[config.mk]
export PLATFORM = sky130hd
export DESIGN_NAME = dword_interval_timer
export DESIGN_NICKNAME = d
export VERILOG_FILES = /design/src/rtl/ivt_pkg.sv /design/src/rtl/ivt_interval.sv /design/src/rtl/ivt_timebase.sv /design/src/rtl/ivt_quantum.sv /design/src/rtl/dword_interval_timer.sv
export SDC_FILE = /design/constraint.sdc
export NUM_CORES = 1
export LEC_CHECK = 0
export ABC_CLOCK_PERIOD_IN_PS = 5720
export BUFFER_PORTS_ARGS = -buffer_cell sky130_fd_sc_hd__buf_2
export CORE_UTILIZATION = 50
export DETAILED_ROUTE_END_ITERATION = 16
export GPL_TIMING_DRIVEN = 0
export PLACE_DENSITY = 0.79
export SLEW_MARGIN = 20
export SYNTH_ARGS = -nofsm -noshare
export SYNTH_HDL_FRONTEND = slang
export SYNTH_HIERARCHICAL = 1
export SYNTH_SLANG_ARGS = --single-unit
[constraint.sdc]
create_clock -name clk -period 5.72 [get_ports clk]
set_input_delay 0.572 -clock clk [delete_from_list [all_inputs] [get_ports clk]]
set_output_delay 0.572 -clock clk [all_outputs]
set_load 0.1 [all_outputs]
[src/rtl/ivt_pkg.sv]
package ivt_pkg;
  localparam int WORD_W = 36;
  localparam int LO_W   = 35;
  localparam int TB_W   = WORD_W + LO_W;

  typedef logic [WORD_W-1:0] word_t;
  typedef logic [LO_W-1:0]   low_t;

  // add an increment into the split timebase; returns {high, low}
  function automatic logic [TB_W-1:0] tb_add(word_t hi, low_t lo, word_t inc);
    logic [LO_W+1:0] s;
    s = {2'b00, lo} + {1'b0, inc};
    return {hi + WORD_W'(s[LO_W+1:LO_W]), s[LO_W-1:0]};
  endfunction

  // force the n lowest bits of a word to zero
  function automatic word_t lsb_clear(word_t w, int unsigned n);
    return w & ~((word_t'(1) << n) - word_t'(1));
  endfunction
endpackage

[src/rtl/ivt_interval.sv]
module ivt_interval
  import ivt_pkg::*;
(
  input  logic  clk,
  input  logic  rst,
  input  logic  tick,
  input  logic  iv_wr,
  input  word_t iv_wdata,
  input  logic  irq_clr,
  output word_t period,
  output word_t ttg,
  output logic  irq,
  output logic  expire
);
  word_t period_q, ttg_q;
  logic  irq_q;

  assign expire = tick && (ttg_q <= word_t'(1));

  always_ff @(posedge clk) begin
    if (rst) begin
      period_q <= '0;
      ttg_q    <= '0;
      irq_q    <= 1'b0;
    end else begin
      if (iv_wr) period_q <= iv_wdata;
      if (iv_wr)       ttg_q <= iv_wdata;
      else if (expire) ttg_q <= period_q;
      else if (tick)   ttg_q <= ttg_q - word_t'(1);
      if (expire)       irq_q <= 1'b1;
      else if (irq_clr) irq_q <= 1'b0;
    end
  end

  assign period = period_q;
  assign ttg    = ttg_q;
  assign irq    = irq_q;

  assert_irq_set_R8: assert property (@(posedge clk) disable iff (rst)
    expire |=> irq_q);
  assert_irq_hold_R8: assert property (@(posedge clk) disable iff (rst)
    (irq_q && !irq_clr) |=> irq_q);
  assert_ttg_load_R2: assert property (@(posedge clk) disable iff (rst)
    iv_wr |=> (ttg_q == period_q));
  assert_ttg_idle_R12: assert property (@(posedge clk) disable iff (rst)
    (!tick && !iv_wr) |=> $stable(ttg_q));
endmodule

[src/rtl/ivt_timebase.sv]
module ivt_timebase
  import ivt_pkg::*;
#(
  parameter int MASK_BITS = 12
) (
  input  logic  clk,
  input  logic  rst,
  input  logic  expire,
  input  word_t incr,
  input  logic  wr_en,
  input  word_t wr_hi,
  input  word_t wr_lo,
  output word_t rd_hi,
  output word_t rd_lo
);
  word_t hi_q;
  low_t  lo_q;
  logic [TB_W-1:0] sum;

  assign sum = tb_add(hi_q, lo_q, incr);

  always_ff @(posedge clk) begin
    if (rst) begin
      hi_q <= '0;
      lo_q <= '0;
    end else if (wr_en) begin
      hi_q <= wr_hi;
      lo_q <= wr_lo[LO_W-1:0];
    end else if (expire) begin
      {hi_q, lo_q} <= sum;
    end
  end

  assign rd_hi = lsb_clear(hi_q, MASK_BITS);
  assign rd_lo = {1'b0, lo_q};

  assert_wr_load_R6: assert property (@(posedge clk) disable iff (rst)
    wr_en |=> (hi_q == $past(wr_hi)));
  assert_tb_idle_R12: assert property (@(posedge clk) disable iff (rst)
    (!wr_en && !expire) |=> ($stable(hi_q) && $stable(lo_q)));
endmodule

[src/rtl/ivt_quantum.sv]
module ivt_quantum
  import ivt_pkg::*;
#(
  parameter word_t STEP = word_t'(68333)
) (
  input  logic  clk,
  input  logic  rst,
  input  logic  expire,
  input  logic  pi_active,
  input  logic  rate_sel,
  output word_t quantum
);
  word_t q_q;
  logic  advance;

  assign advance = expire && !pi_active && !rate_sel;

  always_ff @(posedge clk) begin
    if (rst)          q_q <= '0;
    else if (advance) q_q <= q_q + STEP;
  end

  assign quantum = q_q;

  assert_q_hold_R11: assert property (@(posedge clk) disable iff (rst)
    (pi_active || rate_sel) |=> $stable(q_q));
endmodule

[src/rtl/dword_interval_timer.sv]
module dword_interval_timer
  import ivt_pkg::*;
#(
  parameter int MASK_BITS = 12,
  parameter int HW_FREQ   = 4100000,
  parameter int SLOW_TPS  = 60,
  parameter bit QUANT_EN  = 1'b1
) (
  input  logic        clk,
  input  logic        rst,
  input  logic        tick_i,
  input  logic        rate_sel_i,
  input  logic        pi_active_i,
  input  logic        tb_wr_i,
  input  logic [35:0] tb_wr_hi_i,
  input  logic [35:0] tb_wr_lo_i,
  output logic [35:0] tb_rd_hi_o,
  output logic [35:0] tb_rd_lo_o,
  input  logic        iv_wr_i,
  input  logic [35:0] iv_wdata_i,
  output logic [35:0] iv_rdata_o,
  output logic [35:0] ttg_o,
  input  logic        irq_clr_i,
  output logic        irq_o,
  output logic [35:0] quantum_o
);
  localparam word_t QSTEP = word_t'(HW_FREQ / SLOW_TPS);

  logic  expire_evt;
  word_t period_w;

  ivt_interval u_interval (
    .clk(clk), .rst(rst), .tick(tick_i), .iv_wr(iv_wr_i), .iv_wdata(iv_wdata_i),
    .irq_clr(irq_clr_i), .period(period_w), .ttg(ttg_o), .irq(irq_o),
    .expire(expire_evt)
  );

  ivt_timebase #(.MASK_BITS(MASK_BITS)) u_timebase (
    .clk(clk), .rst(rst), .expire(expire_evt), .incr(period_w),
    .wr_en(tb_wr_i), .wr_hi(tb_wr_hi_i), .wr_lo(tb_wr_lo_i),
    .rd_hi(tb_rd_hi_o), .rd_lo(tb_rd_lo_o)
  );

  assign iv_rdata_o = period_w;

  generate
    if (QUANT_EN) begin : g_quant
      ivt_quantum #(.STEP(QSTEP)) u_quantum (
        .clk(clk), .rst(rst), .expire(expire_evt), .pi_active(pi_active_i),
        .rate_sel(rate_sel_i), .quantum(quantum_o)
      );
    end else begin : g_noquant
      assign quantum_o = '0;
    end
  endgenerate

  assert_rd_lo_clear_R5: assert property (@(posedge clk) disable iff (rst)
    tb_wr_i |=> (tb_rd_lo_o[35] == 1'b0));
endmodule

* Yosys cells after proc, flatten, opt, wreduce, memory -nomap -nowiden
Cells that the tools add are included.
** Word-level totals
- Flip-flop bits (word level) :: 180
- Bits of input ports :: 116
- Output and inout port bits :: 181
- Word-level logic and storage cells :: 28
** Cells by class
- Add/sub/neg operators :: 4
- $lt $le $gt $ge :: 1
- Muxes and demuxes :: 9
- Reduce and logical (&&, ||, !) cells :: 8
** Operator list (number)
- $mux 36 :: 5
- $mux 35 :: 2
- $add 35x36->37 :: 1
- $add 36x17->36 const B :: 1
- $add 36x2->36 :: 1
- $le 36x1->1 const B :: 1
- $sub 36x1->36 const B :: 1
- $reduce_bool 2->1 :: 2
- $logic_and 1x1->1 :: 3
- $reduce_bool 3->1 :: 1
- $logic_not 1->1 :: 2
- $mux 1 :: 2

* Longest topological paths before layout
Gate-level depths: netlist of run 1.
- Depth in word-level cells :: 4
- Mapped depth :: 23
- Gate-level depth less buffers :: 21

* Cells and area by module
Netlist of run 1, hierarchy kept.
** Modules (own cells, without submodules)
- ivt_timebase :: instances 1, cells each 763, area each 5725.5 µm², sequential area each 1421.4 µm²
- ivt_interval :: instances 1, cells each 497, area each 3962.6 µm², sequential area each 1461.4 µm²
- ivt_quantum :: instances 1, cells each 214, area each 1845.5 µm², sequential area each 720.7 µm²

* Worst setup path before layout of run 1
OpenSTA, ideal clock, no wires.
- Kind :: register to register
- From :: register u_interval.period_q[21], in the netlist u_interval/period[21]
- To :: register u_timebase.hi_q[31]
- Setup time :: 0.114 ns
- Data arrival time :: 4.995 ns
- Required time :: 5.606 ns
- Setup slack :: 0.611 ns
- Cell stages (with the launch flop) :: 21
- Buffers on the path :: 1
- Period minus slack after synthesis :: 5.109 ns
- Path through :: dfxtp_1 > ha_1 > a211o_1 > a211oi_1 > o21bai_1 > a221o_1 > a21o_1 > a211oi_2 > nor2b_1 > o21a_1 > ha_1 > a21oi_1 > nor4_4 > nand2_2 > or4_1 > buf_2 > nor2_4 > nand4_1 > xor2_1 > o21ai_1 > and2b_1
** On the way
- Longest elaborated chain between the ends :: 4
** Ends and longest elaborated chain
- start: declaration :: line ivt_interval.sv:15 : word_t period_q, ttg_q;
- start signal: assignment :: line ivt_interval.sv:26 : if (iv_wr) period_q <= iv_wdata;
- $add 35x36->37 :: line ivt_pkg.sv:12 : s = {2'b00, lo} + {1'b0, inc};
- $add 36x2->36 :: line ivt_pkg.sv:13 : return {hi + WORD_W'(s[LO_W+1:LO_W]), s[LO_W-1:0]};
- $mux 36 :: line ivt_timebase.sv:29 : end else if (expire) begin
- $mux 36 :: line ivt_timebase.sv:26 : end else if (wr_en) begin
- end signal: assignment :: line ivt_timebase.sv:27 : hi_q <= wr_hi;
- end signal: assignment :: line ivt_timebase.sv:30 : {hi_q, lo_q} <= sum;
- end: declaration :: line ivt_timebase.sv:16 : word_t hi_q;
No other way between the ends. The select of a mux whose other input is x is not followed.
A chain may end at the register's enable or synchronous reset.

* Worst setup path in the final report of run 1
- From :: register u_interval.period_q[0], in the netlist u_interval/period[0]
- To :: register u_timebase.hi_q[35]
The elaborated chain is that of the path after synthesis.

==> flow_metrics.tcl, run 1 <==
set metrics [dict create \
    hold_depth 3 \
    grt_overflow 0 \
    synth_edf_count 0 \
    path_cells "ha_1 > inv_1 > fa_1 > nand2b_1 > a21oi_1 > o21ai_0 > a31oi_1 > a21o_1 > a211oi_2 > nor2b_1 > o21a_1 > ha_1 > a21oi_1 > nor4_4 > nand2_2 > or4_1 > buf_2 > nor3_2 > xnor2_1 > nor2_1 > a21oi_1 > nor2_1" \
    netlist-cell-type-count 94 \
    rsz0062_at_grt "no" \
    htreeDepth 4 \
    rows 55 \
    crit_arrival_ps 5680 \
    synth_cells 1474 \
    drv_slew 0 \
    p_per_area_nw_per_um2 268.0 \
    crit_top_cell "a21oi_1" \
    drt-pass1-iter-count 5 \
    synth_commonest_cells "nor2_1 (190), dfxtp_1 (180), a21oi_1 (153)" \
    final-hold-violation-count 0 \
    max_freq_mhz 186.8 \
    timing.rr.start "u_interval/period[0]$_SDFFE_PP0P_" \
    fin_crit_sh_pct 93.59 \
    clk_pin_slew_worst_paths_ps 80 \
    period_needed_ps 5353 \
    synth_top_cells_by_area "dfxtp_1 (31%), a21oi_1 (6.6%), nor2_1 (6.2%), ha_1 (4.3%), mux2i_1 (4.0%)" \
    die_area_um2 23680 \
    hp-class "in -> reg" \
    worstPathMaxFanout 7 \
    drtIter0Drc 1254 \
    synth_area_um2 11530 \
    first_global_vias 11520 \
    synth_most_common_cell "nor2_1" \
    drc 0 \
    drive_gt1_share_pct 22.75 \
    initial_core_util_pct 50.94 \
    cp_slowest_cell "or4_1" \
    clockBufferDepth 2 \
    vias_per_cell 6.009 \
    fin_tns_setup_ps 0 \
    wire_per_inst_um 19.38 \
    clock-sinks 180 \
    die_w_um 153.9 \
    ir_drop_uv 185.2 \
    status "finished clean" \
    grt_pass1_wl_mm 62.47 \
    synth_flop_cell "dfxtp_1" \
    tightest_slew_ps 922.1 \
    skew_ps 23.07 \
    timing.rr.end "u_timebase/hi_q[35]$_SDFFE_PP0P_" \
    gr-usage-all-layers_pct 33.61 \
    avgSynthCellArea_um2 7.825 \
    setup_viol 0 \
    synthArstFlopShare_pct 0 \
    antenna_found_initial 0 \
    cpPeakStageDelay_ps 520 \
    ys_warn_count 6 \
    hold_buffers 0 \
    crit_type "reg -> reg" \
    numPortBuffers 280 \
    drt.antenna.violating_nets 0 \
    dp_hpwl_mm 30.47 \
    ys_seq_area_share_pct 31.24 \
    cp.required_ps 6050 \
    numCtsBuffers 17 \
    cts_tree "done" \
    area_growth_syn_to_layout_pct 20.99 \
    num_io_pins 297 \
    start_kind "register" \
    die_h_um 153.9 \
    clkLatencyLatePin_ps 450 \
    grt_max_degree 19 \
    slew_headroom_pct 38.05 \
    yosys.area.top_type "dfxtp_1" \
    core_um2 22640 \
    layout.nets 1943 \
    crit_start "u_interval/period[0]$_SDFFE_PP0P_" \
    r2r_cells 22 \
    p_leak_nw 6.202 \
    gp_congestion 0.9784 \
    worst_setup_path_end_kind "register" \
    ys_ff_latch 180 \
    vias 12520 \
    cts_setup_buffers 0 \
    max_cap_violations 0 \
    cts-root-buf "clkbuf_16" \
    worst-r2r-setup-slack_ps 370 \
    routed_wl_mm 40.39 \
    fin_util_pct 61.64 \
    setup.worst_path.end "u_timebase/hi_q[35]$_SDFFE_PP0P_" \
    yosys.area.top_type_share_pct 31.24 \
]
-- layer usage --
metal	share of wire (%)	up-vias	GRT usage [%]
met2	44	769	52.21
li1	-	5886	-
met5	0	-	0
met4	3.0	0	14.00
met1	42	5777	45.97
met3	11	91	5.778
-- stage by stage --
stage	hold slack, ps	instances	area (um^2)	setup WS (ps)	power, mW
2_1_floorplan	580.3	1486	11580	611.1	2.275
4_1_cts	348.5	2083	13940	322.9	3.732
6_report	349.6	2084	13950	366.9	3.740
5_1_grt	355.6	2083	13950	55.26	3.864
3_5_place_dp	477.0	2051	13340	371.1	2.523
3_3_place_gp	465.1	2051	13340	424.6	2.509
-- cell families (layout without fill, tap and decap cells) --
group | count (synthesis) | in the layout | synth area share [%]
compound gates | 407 | 407 | 22.65
xor+xnor | 85 | 85 | 6.455
fa+ha+maj | 42 | 42 | 4.686
buf+inv | 168 | 480 | 7.138
flops | 180 | 180 | 31.24
mux | 49 | 49 | 4.318
other cells | 1 | 14 | 0.03251
simple gates | 542 | 542 | 23.48
-- where the power goes --
part | leakage, nW | total [mW] | internal [mW] | switching [mW]
combinational | 4.43 | 1.10 | 0.268 | 0.831
sequential | 1.48 | 1.42 | 1.32 | 0.101
clock | 0.293 | 1.22 | 0.636 | 0.585
total | 6.20 | 3.74 | 2.22 | 1.52
-- critical path, delay by kind of cell, from the launching register on --
family	cells	cell delay, ps
buffers and inverters	2	250
adder cells (fa/ha/maj)	3	770
flip-flops	1	480
AND/OR/NAND/NOR	8	1750
XOR/XNOR	1	150
AO/OA/AOI/OAI	8	1820
-- layout make-up --
type,count,area [um^2]
Clock buffer,18,439.2
Buffer,130,680.7
Tap cell,285,356.6
Inverter,38,142.6
Fill cell,2077,8686
Multi-Input combinational cell,1138,7168
Antenna cell,1,2.502
Sequential cell,180,3603
Timing Repair Buffer,280,1401
Clock inverter,14,160.2
-- how the worst min path moves through the flow --
stage,slack [ps],from,to
after floorplan,580,u_timebase/hi_q[0]$_SDFFE_PP0P_,u_timebase/hi_q[0]$_SDFFE_PP0P_
after global placement,470,g_quant.u_quantum/quantum[35]$_SDFFE_PP0P_,g_quant.u_quantum/quantum[35]$_SDFFE_PP0P_
after detailed placement,480,u_interval/irq$_SDFFE_PP0P_,u_interval/irq$_SDFFE_PP0P_
after CTS,350,tb_wr_hi_i[28],u_timebase/hi_q[28]$_SDFFE_PP0P_
after global routing,360,tb_wr_hi_i[28],u_timebase/hi_q[28]$_SDFFE_PP0P_
final,350,tb_wr_hi_i[28],u_timebase/hi_q[28]$_SDFFE_PP0P_
-- cells in the final DEF, fill, tap and decap left out, drive strengths merged, types with 5 or more instances in the layout --
cell,instances
nor2b,20
o31ai,33
a31oi,18
nand4,29
and2,6
ha,40
clkbuf,84
o21ai,67
a21o,29
o21bai,6
nor3,46
nand2,112
nor4,11
and3,9
or3,20
dfxtp,180
xnor2,46
clkinv,5
o211ai,5
inv,45
and4,9
nor2,192
o22ai,7
mux2i,46
buf,344
nand3,37
a2111oi,8
a21oi,153
nand2b,9
o21a,8
nor3b,8
xor2,39
a22oi,7
or4,18
a221oi,16
a211oi,17
or2,5
conb,13
-- sequential cells by signal, summed over array words and instances, names as in the netlist --
name                       cells
u_interval/irq                 1
u_timebase/hi_q               36
u_interval/period             36
u_timebase/lo_q               35
u_interval/ttg                36
g_quant.u_quantum/quantum     36
-- repair_timing --
item / CTS / global route
endpoints found under the setup margin: 0 / 3
hold endpoints to repair: 0 / 0
gates resized for setup: 0 / 3
Power figures use the tool's default switching activity.
==> run 2: changes to the inputs <==
--- a/config.mk
+++ b/config.mk
@@ -11,6 +11,7 @@
 export DETAILED_ROUTE_END_ITERATION = 16
 export GPL_TIMING_DRIVEN = 0
 export PLACE_DENSITY = 0.79
+export RECOVER_POWER = 100
 export SLEW_MARGIN = 20
 export SYNTH_ARGS = -nofsm -noshare
 export SYNTH_HDL_FRONTEND = slang
==> run 2 against run 1 <==
Via count about the same. Power decreased by 0.53%. Non-clock buffer count unchanged. Die area unchanged. Setup slack got worse by 100 ps. Global-route usage unchanged. Final cell count unchanged. Sequential cell count unchanged. Clock skew decreased by 1.4 ps.
==> flow_metrics.tcl, run 2 (synthesized netlist as in run 1, its figures left out) <==
set metrics [dict create \
    fill_cells 2182 \
    grt_max_degree 19 \
    clkPwrFrac_pct 32.8 \
    pwr-share-seq_pct 38.2 \
    die_w_um 153.9 \
    final-hold-violation-count 0 \
    drt.antenna.violating_nets 0 \
    fin_crit_sh_pct 95.39 \
    drc 0 \
    cts-root-buf "clkbuf_16" \
    hp-class "in -> reg" \
    layout.nets 1943 \
    final_cell_mix "clkbuf_1 (246), nor2_1 (188), dfxtp_1 (180)" \
    drt-pass1-iter-count 5 \
    tightest_slew_ps 1324 \
    drt-met1-wl_mm 17.22 \
    p_sw_mw 1.516 \
    drv_slew 0 \
    p_leak_nw 5.504 \
    gp_congestion 0.9784 \
    cp.required_ps 6050 \
    rsz0062_at_grt "no" \
    num_io_pins 297 \
    max_freq_mhz 183.3 \
    final_area_um2 13690 \
    max_cap_violations 0 \
    worst_setup_path_end_kind "register" \
    clk_pin_slew_worst_paths_ps 80 \
    rows 55 \
    power.internal_mw 2.204 \
    ir_drop_uv 185.1 \
    netSwitchingFraction_pct 40.76 \
    layout_commonest_cell "clkbuf_1" \
    vias_per_cell 6.008 \
    die_area_um2 23680 \
    period_needed_ps 5456 \
    skew_ps 21.68 \
    place_area_um2 13340 \
    drive_gt1_share_pct 12.74 \
    grt_overflow 0 \
    clockBufferDepth 2 \
    drtIter0Drc 1228 \
    numPortBuffers 280 \
    numCtsBuffers 17 \
    dp_hpwl_mm 30.47 \
    vias 12520 \
    clkLatencyLatePin_ps 450 \
    dr_wl_met2_mm 17.84 \
    fin_tns_setup_ps 0 \
    clock-sinks 180 \
    crit_type "reg -> reg" \
    grt_pass1_wl_mm 62.47 \
    topRoutingLayerUsed "met4" \
    worstPathMaxFanout 10 \
    wl_met3_mm 4.032 \
    slew_headroom_pct 12.10 \
    cts_tree "done" \
    wire_per_inst_um 19.42 \
    antenna_found_initial 0 \
    setup_viol 0 \
    routed_wl_mm 40.47 \
    initial_core_util_pct 50.94 \
    area_growth_syn_to_layout_pct 18.71 \
    htreeDepth 4 \
    gr-usage-all-layers_pct 33.61 \
    first_global_vias 11520 \
    status "finished clean" \
    die_h_um 153.9 \
    start_kind "register" \
    core_um2 22640 \
    crit_arrival_ps 5780 \
    p_per_area_nw_per_um2 271.7 \
    pwr-share-comb_pct 29.0 \
]
-- run 2: cell count changes in the layout (fill, tap and decap cells not counted), moves of 2 or more --
cell / previous run / this run
clkbuf_1: 64 / 246
buf_2: 292 / 118
buf_1: 10 / 4
o21ai_0: 54 / 60
o21ai_1: 12 / 6
a2111oi_0: 5 / 7
buf_6: 4 / 2
-- run 2: critical path, stage by stage (launching register included) --
cell,delay (ps)
dfxtp_1,400
nor4_1,790
nand4_1,340
clkbuf_1,340
nor3_1,830
clkbuf_1,540
nand2_4,100
nor4_4,440
nand2_2,160
or4_1,520
buf_2,180
nor3_2,230
xnor2_1,150
nor2_1,60
a21oi_1,190
nor2_1,60
-- run 2: power by group through the flow --
stage | logic [mW] | registers, mW | clock network (mW)
floorplan | 0.494 | 1.78 | 0
global placement | 1.06 | 1.44 | 0
detailed placement | 1.08 | 1.45 | 0
CTS | 1.08 | 1.42 | 1.23
global route | 1.13 | 1.43 | 1.28
finish | 1.08 | 1.42 | 1.22
-- run 2: cell type report --
| type | instances | area (um^2) | area share [%] |
|---|---|---|---|
| multi-input cells | 1138 | 7138 | 52.13 |
| plain buffers | 130 | 659.4 | 4.816 |
| inverters | 38 | 142.6 | 1.042 |
| well taps | 285 | 356.6 | 2.604 |
| diodes | 1 | 2.502 | 0.01828 |
| clock buffers | 18 | 439.2 | 3.208 |
| repair buffers | 280 | 1190 | 8.690 |
| clock inverters | 14 | 160.2 | 1.170 |
| flip-flops and latches | 180 | 3603 | 26.32 |
-- run 2: final timing paths --
check / cells past startpoint / startpoint / end / slack [ps]
worst min register to register: 2 / g_quant.u_quantum/quantum[26]$_SDFFE_PP0P_ / g_quant.u_quantum/quantum[26]$_SDFFE_PP0P_ / 500
worst min-delay path: 3 / tb_wr_hi_i[28] / u_timebase/hi_q[28]$_SDFFE_PP0P_ / 350
worst max-delay path: 15 / u_interval/ttg[10]$_SDFFE_PP0P_ / u_timebase/hi_q[35]$_SDFFE_PP0P_ / 260
worst max register to register: 15 / u_interval/ttg[10]$_SDFFE_PP0P_ / u_timebase/hi_q[35]$_SDFFE_PP0P_ / 260
-- run 2: through the flow --
step                      hold WS (ps)  setup WS (ps)  instances  total power, mW  util, %
final                            352.1          263.6       2084            3.720    60.48
after global placement           465.1          424.6       2051            2.509    58.91
after CTS                        348.5          322.9       2083            3.732    61.58
after floorplan                  580.3          611.1       1486            2.275        -
after global routing             355.6          29.54       2083            3.845    60.46
after detailed placement         477.0          371.1       2051            2.523    58.93
-- run 2: layer usage --
metal  vias to the layer above  global-route usage [%]
met5                         -                       0
met4                         0                   14.00
met3                       107                   5.778
met2                       734                   52.21
met1                      5778                   45.97
li1                       5902                       -
-- run 2: repair_timing --
action / 4_1_cts / 5_1_grt
setup endpoints to repair: 0 / 3
hold buffers: 0 / 0
gates resized for setup: 0 / 3
setup buffers: 0 / 0
